$ cat src/rtl/bank_mapper_pkg.sv
package bank_mapper_pkg;

    localparam int CPU_AW  = 16;
    localparam int SRAM_AW = 19;
    localparam int FIELD_W = 5;
    localparam int LOW_W   = CPU_AW - FIELD_W;
    localparam int EXT_W   = SRAM_AW - CPU_AW;
    localparam int BANK_W  = FIELD_W + EXT_W;

    typedef enum logic [1:0] {
        SEL_MASK = 2'd0,
        SEL_BASE = 2'd1,
        SEL_BANK = 2'd2,
        SEL_RSVD = 2'd3
    } reg_sel_e;

    typedef struct packed {
        logic [FIELD_W-1:0] mask;
        logic [FIELD_W-1:0] base;
        logic [BANK_W-1:0]  bank;
    } map_cfg_t;

    typedef struct packed {
        logic [FIELD_W-1:0] hi;
        logic [LOW_W-1:0]   lo;
    } cpu_addr_t;

    function automatic logic field_hit(
        input logic [FIELD_W-1:0] hi,
        input logic [FIELD_W-1:0] mask,
        input logic [FIELD_W-1:0] base
    );
        return ((hi ^ base) & mask) == '0;
    endfunction

endpackage

$ cat src/rtl/bank_mapper_regs.sv
module bank_mapper_regs
    import bank_mapper_pkg::*;
#(
    parameter logic [FIELD_W-1:0] RST_MASK  = 5'h1C,
    parameter logic [FIELD_W-1:0] RST_BASE  = 5'h00,
    parameter logic [BANK_W-1:0]  RST_BANK  = 8'h00,
    parameter logic [BANK_W-1:0]  SWAP_BANK = 8'h20
) (
    input  logic        clk,
    input  logic        rst,
    input  logic        reg_we,
    input  logic [1:0]  reg_sel,
    input  logic [7:0]  reg_wdata,
    input  logic        swap_we,
    output map_cfg_t    cfg_q
);

    reg_sel_e sel;
    assign sel = reg_sel_e'(reg_sel);

    always_ff @(posedge clk) begin
        if (rst) begin
            cfg_q.mask <= RST_MASK;
            cfg_q.base <= RST_BASE;
            cfg_q.bank <= RST_BANK;
        end else begin
            if (reg_we) begin
                case (sel)
                    SEL_MASK: cfg_q.mask <= reg_wdata[FIELD_W-1:0];
                    SEL_BASE: cfg_q.base <= reg_wdata[FIELD_W-1:0];
                    SEL_BANK: cfg_q.bank <= reg_wdata[BANK_W-1:0];
                    default:  ;
                endcase
            end
            // The swap trigger is last so it wins over a bank write
            if (swap_we) begin
                cfg_q.bank <= SWAP_BANK;
            end
        end
    end

endmodule

$ cat src/rtl/bank_mapper_window.sv
module bank_mapper_window
    import bank_mapper_pkg::*;
(
    input  logic [FIELD_W-1:0] cpu_hi,
    input  logic [FIELD_W-1:0] mask,
    input  logic [FIELD_W-1:0] base,
    output logic               hit
);

    always_comb begin
        hit = field_hit(cpu_hi, mask, base);
    end

endmodule

$ cat src/rtl/bank_mapper_xlate.sv
module bank_mapper_xlate
    import bank_mapper_pkg::*;
(
    input  cpu_addr_t           cpu,
    input  logic                hit,
    input  logic [FIELD_W-1:0]  mask,
    input  logic [BANK_W-1:0]   bank,
    output logic [SRAM_AW-1:0]  sram_addr
);

    logic [FIELD_W-1:0] hi_out;
    logic [EXT_W-1:0]   ext_out;

    // One two-input selector per maskable address bit
    for (genvar i = 0; i < FIELD_W; i++) begin : g_bit_mux
        always_comb begin
            if (hit && mask[i]) begin
                hi_out[i] = bank[i];
            end else begin
                hi_out[i] = cpu.hi[i];
            end
        end
    end

    always_comb begin
        ext_out = hit ? bank[BANK_W-1:FIELD_W] : '0;
    end

    assign sram_addr = {ext_out, hi_out, cpu.lo};

endmodule

$ cat src/rtl/bank_mapper.sv
module bank_mapper
    import bank_mapper_pkg::*;
#(
    parameter logic [FIELD_W-1:0] RST_MASK  = 5'h1C,
    parameter logic [FIELD_W-1:0] RST_BASE  = 5'h00,
    parameter logic [BANK_W-1:0]  RST_BANK  = 8'h00,
    parameter logic [BANK_W-1:0]  SWAP_BANK = 8'h20
) (
    input  logic                clk,
    input  logic                rst,
    input  logic [CPU_AW-1:0]   cpu_addr,
    input  logic                reg_we,
    input  logic [1:0]          reg_sel,
    input  logic [7:0]          reg_wdata,
    input  logic                swap_we,
    output logic [SRAM_AW-1:0]  sram_addr,
    output logic                banked
);

    map_cfg_t  cfg_q;
    cpu_addr_t cpu;

    assign cpu = cpu_addr_t'(cpu_addr);

    bank_mapper_regs #(
        .RST_MASK  (RST_MASK),
        .RST_BASE  (RST_BASE),
        .RST_BANK  (RST_BANK),
        .SWAP_BANK (SWAP_BANK)
    ) u_regs (
        .clk       (clk),
        .rst       (rst),
        .reg_we    (reg_we),
        .reg_sel   (reg_sel),
        .reg_wdata (reg_wdata),
        .swap_we   (swap_we),
        .cfg_q     (cfg_q)
    );

    bank_mapper_window u_window (
        .cpu_hi (cpu.hi),
        .mask   (cfg_q.mask),
        .base   (cfg_q.base),
        .hit    (banked)
    );

    bank_mapper_xlate u_xlate (
        .cpu       (cpu),
        .hit       (banked),
        .mask      (cfg_q.mask),
        .bank      (cfg_q.bank),
        .sram_addr (sram_addr)
    );

endmodule

$ cat config.mk
export PLATFORM = sky130hd
export DESIGN_NAME = bank_mapper
export DESIGN_NICKNAME = d
export VERILOG_FILES = /design/src/rtl/bank_mapper_pkg.sv /design/src/rtl/bank_mapper_regs.sv /design/src/rtl/bank_mapper_window.sv /design/src/rtl/bank_mapper_xlate.sv /design/src/rtl/bank_mapper.sv
export SDC_FILE = /design/constraint.sdc
export NUM_CORES = 1
export LEC_CHECK = 0
export ABC_AREA = 1
export BUFFER_PORTS_ARGS = -buffer_cell sky130_fd_sc_hd__buf_2
export CAP_MARGIN = 10
export CORE_ASPECT_RATIO = 0.6
export CORE_UTILIZATION = 42
export CTS_BUF_LIST = sky130_fd_sc_hd__clkbuf_8
export DETAILED_ROUTE_END_ITERATION = 7
export PLACE_DENSITY_LB_ADDON = 0.3
export SKIP_LAST_GASP = 1
export SYNTH_ARGS = -nofsm -noshare
export SYNTH_HDL_FRONTEND = slang
export SYNTH_SLANG_ARGS = --single-unit
export TNS_END_PERCENT = 1
$ cat constraint.sdc
create_clock -name clk -period 1.2 [get_ports clk]
set_clock_uncertainty 0.1 [all_clocks]
set_input_delay 0.24 -clock clk [delete_from_list [all_inputs] [get_ports clk]]
set_output_delay 0.24 -clock clk [all_outputs]
set_load 0.02 [all_outputs]
; After elaboration in Yosys (flattened, before gate mapping)
; Cells that the tools add are included.
[word_totals]
reg_bits = 18
latchBits = 0
mem_bits_rw = 0
rom_bits = 0
output_inout_bits = 20
elab_cells = 31
mem_count = 0
[op_classes]
add_sub_neg = 0
n_mul = 0
n_div = 0
n_lt_le_gt_ge = 0
eq_ne = 2
shifts = 0
n_mux = 9
bitwise_logic = 2
reduce_logical = 14
[ops]
columns = op, n
row1 = $mux 6, 3
row2 = $reduce_and 2->1, 4
row3 = $and 5x5->5, 1
row4 = $logic_and 1x1->1, 5
row5 = $logic_not 5->1, 1
row6 = $mux 1, 5
row7 = $xor 5x5->5, 1
row8 = $reduce_bool 2->1, 2
row9 = $mux 3, 1
row10 = $eq 2x1->1 const B, 1
row11 = $eq 2x2->1 const B, 1
row12 = $logic_not 2->1, 1
row13 = $reduce_or 2->1, 1

; Longest topological paths before layout
; Gate-level depths: netlist of the first run.
[logic_depth]
depth_word = 5
ltp_mapped = 9

; Hierarchy
; A second synthesis of the first run with hierarchy kept.
[hier_totals]
cells_unflattened = 148
area_unflattened_um2 = 983.4
[modules_own_cells]
columns = module, n_inst, cells_per_inst, area_per_inst_um2
row1 = bank_mapper_regs, 1, 86, 678.2
row2 = bank_mapper_xlate, 1, 38, 197.7
row3 = bank_mapper_window, 1, 24, 107.6

; Least setup slack after synthesis of the first run
; Ideal clock, no wire load.
[synth_path]
kind = reg2out
from = register u_regs.cfg_q[9] (netlist name)
to = output sram_addr[16]
t_arrival_ps = 1073
required_time_ps = 860
slack_ps = -213
path_stages_with_launch = 9
n_path_buf = 1
path_cell_list = dfxtp_1 > inv_1 > nand2_1 > nand3_1 > nand2_1 > nor2_2 > buf_6 > nand2_4 > nor2_1
[synth_via]
elab_chain_cells = 4
[synth_lines]
columns = item, line
row1 = $xor 5x5->5, bank_mapper_pkg.sv:33  ; return ((hi ^ base) & mask) == '0;
row2 = $and 5x5->5, bank_mapper_pkg.sv:33
row3 = $logic_not 5->1, bank_mapper_pkg.sv:33
row4 = $mux 3, bank_mapper_xlate.sv:26  ; ext_out = hit ? bank[BANK_W-1:FIELD_W] : '0;
row5 = to (decl), bank_mapper.sv:16  ; output logic [SRAM_AW-1:0] sram_addr,
; No other way between the ends.

; Worst setup path after layout of the first run
[layout_path]
from = register u_regs.cfg_q[9] (netlist name)
to = output sram_addr[15]
[layout_via]
elab_chain_cells = 5
[layout_lines]
columns = item, line
row1 = $xor 5x5->5, bank_mapper_pkg.sv:33
row2 = $and 5x5->5, bank_mapper_pkg.sv:33
row3 = $logic_not 5->1, bank_mapper_pkg.sv:33
row4 = $logic_and 1x1->1, bank_mapper_xlate.sv:17  ; if (hit && mask[i]) begin
row5 = $mux 1, bank_mapper_xlate.sv:17
; No other way between the ends.

==> results of run 1 <==
## per-layer routing
layer | routed length, um | share of wire | vias to the layer above
li1 | - | - | 532
met1 | 1180 | 0.44 | 494
met2 | 1340 | 0.50 | 23
met3 | 113 | 0.042 | 6
met4 | 28 | 0.011 | 0
met5 | 0 | 0 | -
## critical path, cell delays in order (launching register included)
cell and delay, ns:
dfxtp_2 0.33, inv_2 0.06, nand2_2 0.05, nand3_2 0.06
nand2_2 0.07, nor2_4 0.11, buf_6 0.16, nand3_2 0.07
nand2_1 0.09, nand2_2 0.06, buf_6 0.13
## cell usage in the layout, fill, tap and decap left out
cell type	synthesis	routed
buf_2	0	20
inv_2	2	5
nand3_2	2	6
nor2_2	2	2
nand4_1	5	5
nor2_4	0	4
o21ai_1	1	1
dfxtp_2	0	3
clkbuf_8	0	3
buf_4	11	21
inv_1	13	10
nand3_1	11	7
a21oi_1	3	3
buf_6	2	5
nand2_2	0	8
buf_12	0	1
nand2_4	1	1
a21o_1	1	1
nand2_1	27	19
dfxtp_1	18	15
nor2_1	33	29
o21ai_0	14	14
## cell type report
class                      count  area (um^2)  area share
clock buffer                   3         41.3      0.0304
inverter                      15         56.3      0.0415
multi-input combinational    100          523       0.386
sequential                    18          364       0.268
tap                           30         37.5      0.0277
timing repair buffer          47          334       0.246
## per-stage QoR
step           hold slack, ns  std cells
2_1_floorplan           0.253        147
3_3_place_gp            0.369        207
3_5_place_dp            0.375        207
4_1_cts                 0.111        212
5_1_grt                 0.117        213
6_report                0.109        213
## report_power, final
| group | total (mW) | internal, mW | switching (mW) | leakage, nW |
|---|---|---|---|---|
| Sequential | 0.638 | 0.624 | 0.0146 | 0.148 |
| Clock | 0.428 | 0.223 | 0.205 | 0.0216 |
| Combinational | 0.370 | 0.168 | 0.203 | 0.495 |
| Total | 1.44 | 1.01 | 0.422 | 0.665 |
## path summary, 6_finish.rpt
path	from	end	slack, ns
setup / recovery	u_regs.cfg_q[9]	sram_addr[15]	-0.58
hold / removal	reg_wdata[6]	u_regs.cfg_q[6]	0.11
setup reg to reg	u_regs.cfg_q[8]	u_regs.cfg_q[8]	0.19
hold reg to reg	u_regs.cfg_q[2]	u_regs.cfg_q[2]	0.39
## timing repair
action / 4_1_cts / 5_1_grt
pin swaps: 6 / 7
gates resized for setup: 18 / 8
setup buffers: 2 / 1
endpoints found under the setup margin: 9 / 9
## logic make-up (layout without fill, tap and decap cells)
| family | Yosys count | in the layout |
|---|---|---|
| DFF | 18 | 18 |
| and+or+nand+nor | 81 | 81 |
| AOI/OAI and AO/OA | 19 | 19 |
| buffers and inverters | 29 | 65 |
==> results.tsv, run 1 <==
stage	metric	value	unit
floorplan	placementRows	13	
routing	wire_per_inst	12.5	um
routing	wl	2660	um
routing	ant_nets	0	
timing	hold_viol_final	0	
routing	vias	1055	
global_routing	grtUsageMet3	0.0640	
logic_synthesis	synth_fa_ha_area_frac	0	
clock_tree	hold_buffers	0	
worst_hold_path	hold_class	input pin to flip-flop	
logic_synthesis	muxShareOfSynthArea	0	
logic_synthesis	yosysTopAreaCell	dfxtp_1	
routing	drtIter0Drc	31	
global_routing	grt_util_met2	0.408	
logic_synthesis	ys_warn_count	0	
worst_setup_path	cp-start-kind	flip-flop	
global_routing	grt_max_degree	12	
worst_setup_path	cp_data_required_time	0.86	ns
logic_synthesis	synthTopCellsByCount	nor2_1 (33), nand2_1 (27), dfxtp_1 (18)	
worst_hold_path	min_path_cells	3	
cells_and_area	drive_gt1_frac	0.432	
cells_and_area	final_nets	215	
timing	slew_headroom	0.779	
logic_synthesis	ys_ff_latch	18	
logic_synthesis	synth_top_family_by_area	simple AND/OR/NAND/NOR gates	
routing	firstDrtPassIters	4	
logic_synthesis	synth_compound_area_frac	0.0997	
timing	rsz0062_at_grt	true	
logic_synthesis	avgSynthCellArea	6.66	um^2
placed_design	numPortBuffers	27	
worst_setup_path	crit_arrival	1.44	ns
logic_synthesis	synthFlopType	dfxtp_1	
logic_synthesis	synth_edf_count	0	
global_routing	grt_pass1_vias	960	
global_routing	antenna_found_initial	0	
clock_tree	root_buffer	clkbuf_8	
timing	fmax	562	MHz
worst_setup_path	crit_path_end_kind	output pin	
worst_setup_path	reg2reg_depth	5	
global_routing	gr-usage-all-layers	0.227	
logic_synthesis	synth_xor_area_frac	0	
flow_run	cap_viol_max_count	0	
routing	viasPerCell	4.95	
timing	slew_violations	0	
power	p_per_area	1060	nW/um^2
logic_synthesis	yosys.area_share.simple	0.363	
cells_and_area	regMostFlops	u_regs.cfg_q	
logic_synthesis	synth_top_area_share	0.368	
clock_tree	cts_buffers	3	
run_status	violations	setup timing	
logic_synthesis	synthArstFlopShare	0	
cells_and_area	largest_register_ff_count	18	
clock_tree	clock_path_buffers	2	
logic_synthesis	syn-cell-area	978	um^2
floorplan	die_area	2530	um^2
timing	fin_ws	-0.581	ns
power	leakage	0.665	nW
logic_synthesis	synth_seq_area_share	0.368	
global_routing	grt_busiest_layer	met2	
worst_setup_path	critPathMaxFanout	7	
logic_synthesis	syn_inst	147	
run_status	status	finished, violations left	
global_routing	grt_first_pass_wirelength	4200	um
logic_synthesis	syn_nets	177	
cells_and_area	fin_area	1360	um^2
placed_design	place_congestion	0.807	
global_routing	grt_use_met1	0.263	
global_routing	grt_overflow	0	
floorplan	pin_count	50	
power	vdd_drop_max	0.000809	V
logic_synthesis	synth_area_leaders	dfxtp_1 (37%), nor2_1 (13%), nand2_1 (10%)	
logic_synthesis	yosysMostFrequentCell	nor2_1	
cells_and_area	num_antenna_cells	0	
floorplan	die_y	39.4	um
timing	period_needed	1.78	ns
timing	setup_viol	9	
clock_tree	cts_tree	done	
cells_and_area	fin_util	0.622	
placed_design	hpwl	1880	um
clock_tree	cts-htree-levels	1	
worst_setup_path	timing_worst_setup_path_type	flip-flop to output pin	
timing	worst_pin_slew	0.331	ns
floorplan	placeableCoreArea	2180	um^2
floorplan	die_w	64.3	um
logic_synthesis	yosys.cell_types.count	17	
clock_tree	clk_latency	0.25	ns
timing	finalSetupTns	-4.92	ns
floorplan	start_util	0.449	
clock_tree	numClockSinks	18	
placed_design	place_ws	-0.342	ns
clock_tree	clk_pin_slew_worst_paths	0.07	ns
cells_and_area	syn_to_final_growth	38.6	%
power	fin_total_pwr	1.44	mW
timing	finalCritPeriodShare	1.48	
routing	drc	0	
cells_and_area	largestRegisters	u_regs.cfg_q x18	
placed_design	postPlaceCellArea	1220	um^2
cells_and_area	fillers	204	
(Power assumes the default switching activity.)
==> run 2: changes to the inputs <==
--- a/config.mk
+++ b/config.mk
@@ -5,11 +5,10 @@
 export SDC_FILE = /design/constraint.sdc
 export NUM_CORES = 1
 export LEC_CHECK = 0
-export ABC_AREA = 1
 export BUFFER_PORTS_ARGS = -buffer_cell sky130_fd_sc_hd__buf_2
 export CAP_MARGIN = 10
 export CORE_ASPECT_RATIO = 0.6
-export CORE_UTILIZATION = 42
+export CORE_UTILIZATION = 41
 export CTS_BUF_LIST = sky130_fd_sc_hd__clkbuf_8
 export DETAILED_ROUTE_END_ITERATION = 7
 export PLACE_DENSITY_LB_ADDON = 0.3
==> run 2 against run 1 <==
Against the previous run:
- total power is 0.88% lower
- core utilization fell by 3.0 points
- via count shrank 27%
- final cell count shrank 22%
- combinational power down 18%
- critical path type unchanged
- the run still ends with setup timing left
- routed wire length decreased by 23%
==> results.tsv, run 2 <==
stage	metric	value	unit	change
run_status	status	finished, violations left		
run_status	violations	setup timing		
worst_setup_path	critPathMaxFanout	4		-3
clock_tree	numClockSinks	18		unchanged
logic_synthesis	yosysMostFrequentCell	dfxtp_1		
cells_and_area	multi_input_area	519	um^2	-0.72%
timing	rsz0062_at_grt	true		
power	fin_total_pwr	1.42	mW	-0.88%
logic_synthesis	synthArstFlopShare	0		unchanged
clock_tree	clk_pin_slew_worst_paths	0.07	ns	about the same
worst_setup_path	cp_data_required_time	0.86	ns	about the same
timing	period_needed	2.01	ns	+0.229 ns
logic_synthesis	synthFlopType	dfxtp_1		
cells_and_area	num_antenna_cells	0		unchanged
global_routing	grt_pass1_vias	686		-29%
worst_setup_path	crit_path_top_delay_cell	dfxtp_2		
power	vdd_drop_max	0.000786	V	-2.9%
worst_setup_path	reg2reg_depth	3		-2
timing	finalCritPeriodShare	1.67		+0.191
flow_run	cap_viol_max_count	0		unchanged
worst_setup_path	path_cells	xor2_2 > a22oi_2 > buf_4 > nand4_1 > mux2_2 > buf_2		
placed_design	numPortBuffers	27		unchanged
logic_synthesis	yosys.cell_types.count	22		+5
global_routing	grt_max_degree	12		unchanged
worst_setup_path	cpPeakStageDelay	0.33	ns	about the same
cells_and_area	largest_register_ff_count	18		unchanged
cells_and_area	final_cell_mix	buf_2 (24), buf_4 (20), mux2i_1 (15), dfxtp_1 (15), nor2_1 (14)		
logic_synthesis	synth_edf_count	0		unchanged
placed_design	hpwl	1540	um	-18%
logic_synthesis	synthTopCellsByCount	dfxtp_1 (18), nor2_1 (17), mux2i_1 (15)		
placed_design	place_ws	-0.545	ns	-0.203 ns
cells_and_area	largestRegisters	u_regs.cfg_q x18		
worst_setup_path	crit_arrival	1.67	ns	+0.23 ns
placed_design	place_congestion	0.737		-8.7%
power	leakage	0.649	nW	-2.5%
worst_setup_path	timing_worst_setup_path_type	flip-flop to output pin		
worst_setup_path	crit_path_end_kind	output pin		
global_routing	gr-usage-all-layers	0.175		-0.0514
logic_synthesis	syn_nets	131		-26%
power	p_per_area	1100	nW/um^2	+4.1%
timing	finalSetupTns	-6.75	ns	-1.83 ns
worst_setup_path	path_buf_inv	2		-1
logic_synthesis	synth_area_leaders	dfxtp_1 (38%), mux2i_1 (16%), buf_4 (8.7%)		
global_routing	grt_overflow	0		unchanged
routing	wl	2060	um	-23%
floorplan	placeableCoreArea	2180	um^2	unchanged
worst_setup_path	cp-start-kind	flip-flop		
routing	firstDrtPassIters	6		+2
timing	setup_viol	9		unchanged
worst_setup_path	reg2reg_slack	0.16	ns	-0.03 ns
cells_and_area	final_nets	168		-22%
worst_hold_path	hold_class	input pin to flip-flop		
timing	slew_headroom	0.874		+0.0949
global_routing	grt_first_pass_wirelength	3090	um	-26%
cells_and_area	ff_latch_area	364	um^2	unchanged
timing	hold_viol_final	0		unchanged
floorplan	die_w	64.1	um	-0.28%
cells_and_area	drive_gt1_frac	0.504		+0.0720
timing	fin_ws	-0.810	ns	-0.229 ns
logic_synthesis	synth_top_area_share	0.379		+0.0112
cells_and_area	fillers	205		+0.49%
floorplan	pin_count	50		unchanged
logic_synthesis	synth_seq_area_share	0.379		+0.0112
routing	drtIter0Drc	18		-42%
routing	wire_per_inst	12.3	um	-1.3%
logic_synthesis	ys_warn_count	0		unchanged
cells_and_area	fin_util	0.592		-0.0298
global_routing	antenna_found_initial	0		unchanged
clock_tree	root_buffer	clkbuf_8		
clock_tree	clock_path_buffers	2		unchanged
cells_and_area	final_common_cell	buf_2		
worst_setup_path	cpLargestDelayFamily	flip-flops		
clock_tree	cts-htree-levels	1		unchanged
logic_synthesis	ys_ff_latch	18		unchanged
logic_synthesis	yosysTopAreaCell	dfxtp_1		
floorplan	die_area	2520	um^2	-0.55%
routing	ant_nets	0		unchanged
clock_tree	clk_latency	0.25	ns	about the same
clock_tree	hold_buffers	0		unchanged
logic_synthesis	avgSynthCellArea	9.40	um^2	+41%
timing	worst_pin_slew	0.189	ns	-0.141 ns
timing	holdWs	0.119	ns	+0.00911 ns
timing	fmax	498	MHz	-11%
routing	vias	774		-27%
cells_and_area	regMostFlops	u_regs.cfg_q		
floorplan	placementRows	13		unchanged
logic_synthesis	syn_inst	101		-31%
floorplan	start_util	0.436		-0.0132
clock_tree	cts_tree	done		
timing	slew_violations	0		unchanged
routing	viasPerCell	4.63		-6.4%
worst_hold_path	min_path_cells	2		-1
routing	drc	0		unchanged
clock_tree	cts_buffers	3		unchanged
worst_setup_path	worst-path-stages	6		-4
floorplan	die_y	39.3	um	-0.27%
cells_and_area	syn_to_final_growth	36.0	%	
logic_synthesis	syn-cell-area	950	um^2	-2.9%
==> run 2: per-layer routing <==
metal	vias up	GRT usage	routed length [um]
li1	403	-	-
met1	346	0.237	1080
met2	23	0.253	855
met3	2	0.0785	124
met4	0	0.0389	4
met5	-	0	0
==> run 2: where the power goes <==
group / leakage, nW / internal [mW] / switching [mW] / total [mW]
clock network: 0.0288 / 0.291 / 0.198 / 0.489
registers: 0.148 / 0.617 / 0.0123 / 0.630
logic: 0.472 / 0.158 / 0.147 / 0.305
total: 0.649 / 1.07 / 0.357 / 1.42
==> run 2: final timing paths <==
kind                    startpoint          endpoint
hold / removal        reg_wdata[3]  u_regs.cfg_q[16]
hold reg to reg    u_regs.cfg_q[1]   u_regs.cfg_q[1]
setup reg to reg  u_regs.cfg_q[17]  u_regs.cfg_q[17]
setup / recovery  u_regs.cfg_q[10]     sram_addr[12]
==> run 2: repair_timing <==
action | 4_1_cts | 5_1_grt
buffers inserted | 0 | 3
pin swaps | 1 | 6
endpoints found under the setup margin | 9 | 9
endpoints found under the hold margin | 0 | 0
resized for setup | 1 | 12
==> run 2: layout make-up <==
cell class / instances / area share
multi-input combinational: 63 / 0.402
clock buffer: 4 / 0.0426
inverter: 6 / 0.0174
sequential: 18 / 0.282
tap: 30 / 0.0291
timing repair buffer: 46 / 0.227
==> run 2: kinds of logic after synthesis <==
logic type | after synthesis | share of synthesized area
AOI/OAI and AO/OA | 8 | 0.0777
xor gates and xnor gates | 5 | 0.0461
buffers and inverters | 20 | 0.124
DFF | 18 | 0.379
muxes | 19 | 0.206
and+or+nand+nor | 31 | 0.167
==> run 2: worst register-to-register path, cell delays in order, from the launching register on <==
cell     delay (ns)
dfxtp_1        0.31
buf_4          0.13
nor2b_1        0.12
a211o_1        0.27
==> run 2: through the flow <==
stage                     instance area (um^2)  cells
after CTS                                 1220    164
after global routing                      1290    167
final                                     1290    167
after floorplan                            963    101
after global placement                    1160    160
after detailed placement                  1160    160
==> run 3: changes to the inputs <==
--- a/config.mk
+++ b/config.mk
@@ -9,7 +9,7 @@
 export CAP_MARGIN = 10
 export CORE_ASPECT_RATIO = 0.6
 export CORE_UTILIZATION = 41
-export CTS_BUF_LIST = sky130_fd_sc_hd__clkbuf_8
+export CTS_BUF_LIST = sky130_fd_sc_hd__clkbuf_4
 export DETAILED_ROUTE_END_ITERATION = 7
 export PLACE_DENSITY_LB_ADDON = 0.3
 export SKIP_LAST_GASP = 1
==> run 3 against run 2 <==
Against the previous run:
- the flow still finishes with violations (setup timing)
- setup slack worse by 0.058 ns
- clock-buffer cell count down 1
- clock power down 37%
- sequential power about the same
- total power down 12%
- final cell count down 0.60%
- critical path type unchanged
==> results.tsv, run 3 (same netlist as run 2, synthesis figures left out) <==
stage	metric	value	unit	change
routing	ant_nets	0		unchanged
timing	finalCritPeriodShare	1.72		+0.0479
worst_setup_path	cpPeakStageDelay	0.34	ns	about the same
worst_hold_path	hold_class	input pin to flip-flop		
cells_and_area	fin_util	0.576		-0.0161
power	pwr-share-seq	0.505		+0.063
clock_tree	numClockSinks	18		unchanged
floorplan	die_y	39.3	um	unchanged
floorplan	die_w	64.1	um	unchanged
floorplan	placementRows	13		unchanged
cells_and_area	num_antenna_cells	0		unchanged
clock_tree	clk_latency	0.29	ns	+0.04 ns
cells_and_area	final_cell_mix	buf_2 (25), buf_4 (17), dfxtp_1 (16)		
timing	rsz0062_at_grt	true		
power	vdd_drop_max	0.000566	V	-28%
timing	fmax	484	MHz	-2.8%
cells_and_area	regMostFlops	u_regs.cfg_q		
global_routing	grt_overflow	0		unchanged
run_status	status	finished, violations left		
worst_hold_path	whs_endpoint	u_regs.cfg_q[16]		
power	comb_power_share	0.248		+0.034
clock_tree	cts_tree	done		
clock_tree	clock_path_buffers	2		unchanged
routing	firstDrtPassIters	6		unchanged
clock_tree	cts_buffers	3		unchanged
worst_setup_path	reg2reg_slack	0.16	ns	about the same
global_routing	antenna_found_initial	0		unchanged
flow_run	cap_viol_max_count	0		unchanged
floorplan	placeableCoreArea	2180	um^2	unchanged
worst_setup_path	crit_arrival	1.73	ns	+0.06 ns
worst_hold_path	min_from	reg_wdata[3]		
timing	slew_violations	0		unchanged
routing	drtIter0Drc	20		+2
routing	drc	0		unchanged
timing	worst_pin_slew	0.203	ns	+0.0139 ns
power	intPower	898	uW	-16%
power	swShare	0.280		+0.0288
floorplan	pin_count	50		unchanged
cells_and_area	largestRegisters	u_regs.cfg_q x18		
floorplan	start_util	0.436		unchanged
worst_setup_path	r2r-end	u_regs.cfg_q[17]		
worst_setup_path	reg2reg_depth	3		unchanged
global_routing	gr-usage-all-layers	0.180		+0.00461
clock_tree	clk_pin_slew_worst_paths	0.10	ns	+0.03 ns
cells_and_area	syn_to_final_growth	32.3	%	
timing	slew_headroom	0.864		-0.00958
floorplan	die_area	2520	um^2	unchanged
worst_setup_path	timing.rr.start	u_regs.cfg_q[17]		
placed_design	numPortBuffers	27		unchanged
run_status	violations	setup timing		
worst_setup_path	critPathMaxFanout	5		+1
cells_and_area	final_common_cell	buf_2		
clock_tree	root_buffer	clkbuf_4		
power	switchingPower	348	uW	-2.4%
timing	fin_ws	-0.867	ns	-0.0575 ns
cells_and_area	final_cells	166		-0.60%
routing	viasPerCell	4.82		+4.0%
timing	hold_viol_final	0		unchanged
cells_and_area	fillers	208		+1.5%
placed_design	dp.cells	160		unchanged
global_routing	grt_first_pass_wirelength	3250	um	+5.1%
global_routing	grt_max_degree	12		unchanged
timing	setup_viol	9		unchanged
routing	vias	800		+3.4%
worst_setup_path	timing_worst_setup_path_type	flip-flop to output pin		
power	leakage	0.634	nW	-2.2%
global_routing	grt_pass1_vias	716		+4.4%
power	p_per_area	992	nW/um^2	-10%
cells_and_area	final_nets	167		-0.60%
worst_setup_path	crit_path_end_kind	output pin		
clock_tree	cts-htree-levels	1		unchanged
clock_tree	hold_buffers	0		unchanged
routing	wl	2100	um	+2.1%
worst_setup_path	cp_data_required_time	0.86	ns	about the same
timing	period_needed	2.07	ns	+0.0575 ns
worst_setup_path	crit_path_top_delay_cell	dfxtp_2		
routing	wire_per_inst	12.7	um	+2.8%
power	clkPwrFrac	0.247		-0.097
cells_and_area	drive_gt1_frac	0.478		-0.0257
placed_design	hpwl	1540	um	unchanged
cells_and_area	largest_register_ff_count	18		unchanged
worst_hold_path	min_path_cells	2		unchanged
placed_design	place_congestion	0.737		unchanged
worst_setup_path	path_cells	xor2_1 > a22oi_2 > buf_4 > nand4_1 > mux2_2 > buf_2		
worst_setup_path	cp-start-kind	flip-flop		
-- run 3: changes by cell type in the layout (fill, tap and decap cells not counted), sizes merged --
| cell | previous run | this run |
|---|---|---|
| clkinv | 0 | 1 |
| buf | 46 | 45 |
| clkbuf | 4 | 3 |
-- run 3: how the worst max path moves through the flow --
stage / from / endpoint / slack, ns
detailed placement: cpu_addr[13] / sram_addr[15] / -0.55
global placement: cpu_addr[13] / sram_addr[12] / -0.53
floorplan: u_regs.cfg_q[10] / sram_addr[11] / -0.33
finish: u_regs.cfg_q[10] / sram_addr[12] / -0.87
CTS: u_regs.cfg_q[11] / sram_addr[11] / -0.87
global route: u_regs.cfg_q[8] / sram_addr[12] / -0.94
-- run 3: final cells by class --
cell class	instances	area [um^2]	area share
clock buffer	3	22.5	0.0179
clock inverter	1	3.75	0.00299
inverter	6	22.5	0.0179
multi-input combinational	63	512	0.407
sequential	18	363	0.289
tap	30	37.5	0.0299
timing repair buffer	45	295	0.235
-- run 3: per-layer routing --
metal	up-vias	GRT usage	share of wire
met2	21	0.282	0.44
met5	-	0	0
met4	0	0.0389	0.0062
li1	405	-	-
met1	370	0.236	0.51
met3	4	0.0698	0.049
-- run 3: what timing repair did --
item                                   in CTS  in global routing
gates resized for setup                     7                  3
endpoints found under the hold margin       0                  0
setup endpoints to repair                   9                  9
buffers inserted                            2                  0
pin swaps                                   5                  5
cloned                                      0                  0
-- run 3: per-stage QoR --
| step | total power [mW] | instance area [um^2] | hold slack, ns | setup TNS, ns | worst slack [ns] |
|---|---|---|---|---|---|
| floorplan | 0.842 | 963 | 0.234 | -2.81 | -0.326 |
| global placement | 0.905 | 1160 | 0.374 | -4.31 | -0.532 |
| detailed placement | 0.910 | 1160 | 0.380 | -4.40 | -0.545 |
| CTS | 1.26 | 1240 | 0.0665 | -7.46 | -0.872 |
| global route | 1.32 | 1260 | 0.0654 | -8.15 | -0.941 |
| finish | 1.25 | 1260 | 0.0749 | -7.32 | -0.867 |
-- run 3: critical path, delay by kind of cell (launching register included) --
kind / cells / cell delay, ns
mux: 1 / 0.29
buf+inv: 2 / 0.33
simple gates: 1 / 0.13
xor+xnor: 1 / 0.16
compound gates: 1 / 0.20
flops: 1 / 0.34
-- run 3: power groups by stage --
stage / combinational [mW] / sequential (mW) / clock [mW]
final: 0.309 / 0.629 / 0.308
after global routing: 0.331 / 0.631 / 0.357
after CTS: 0.304 / 0.628 / 0.327
after detailed placement: 0.269 / 0.641 / 0
after global placement: 0.265 / 0.640 / 0
after floorplan: 0.201 / 0.641 / 0
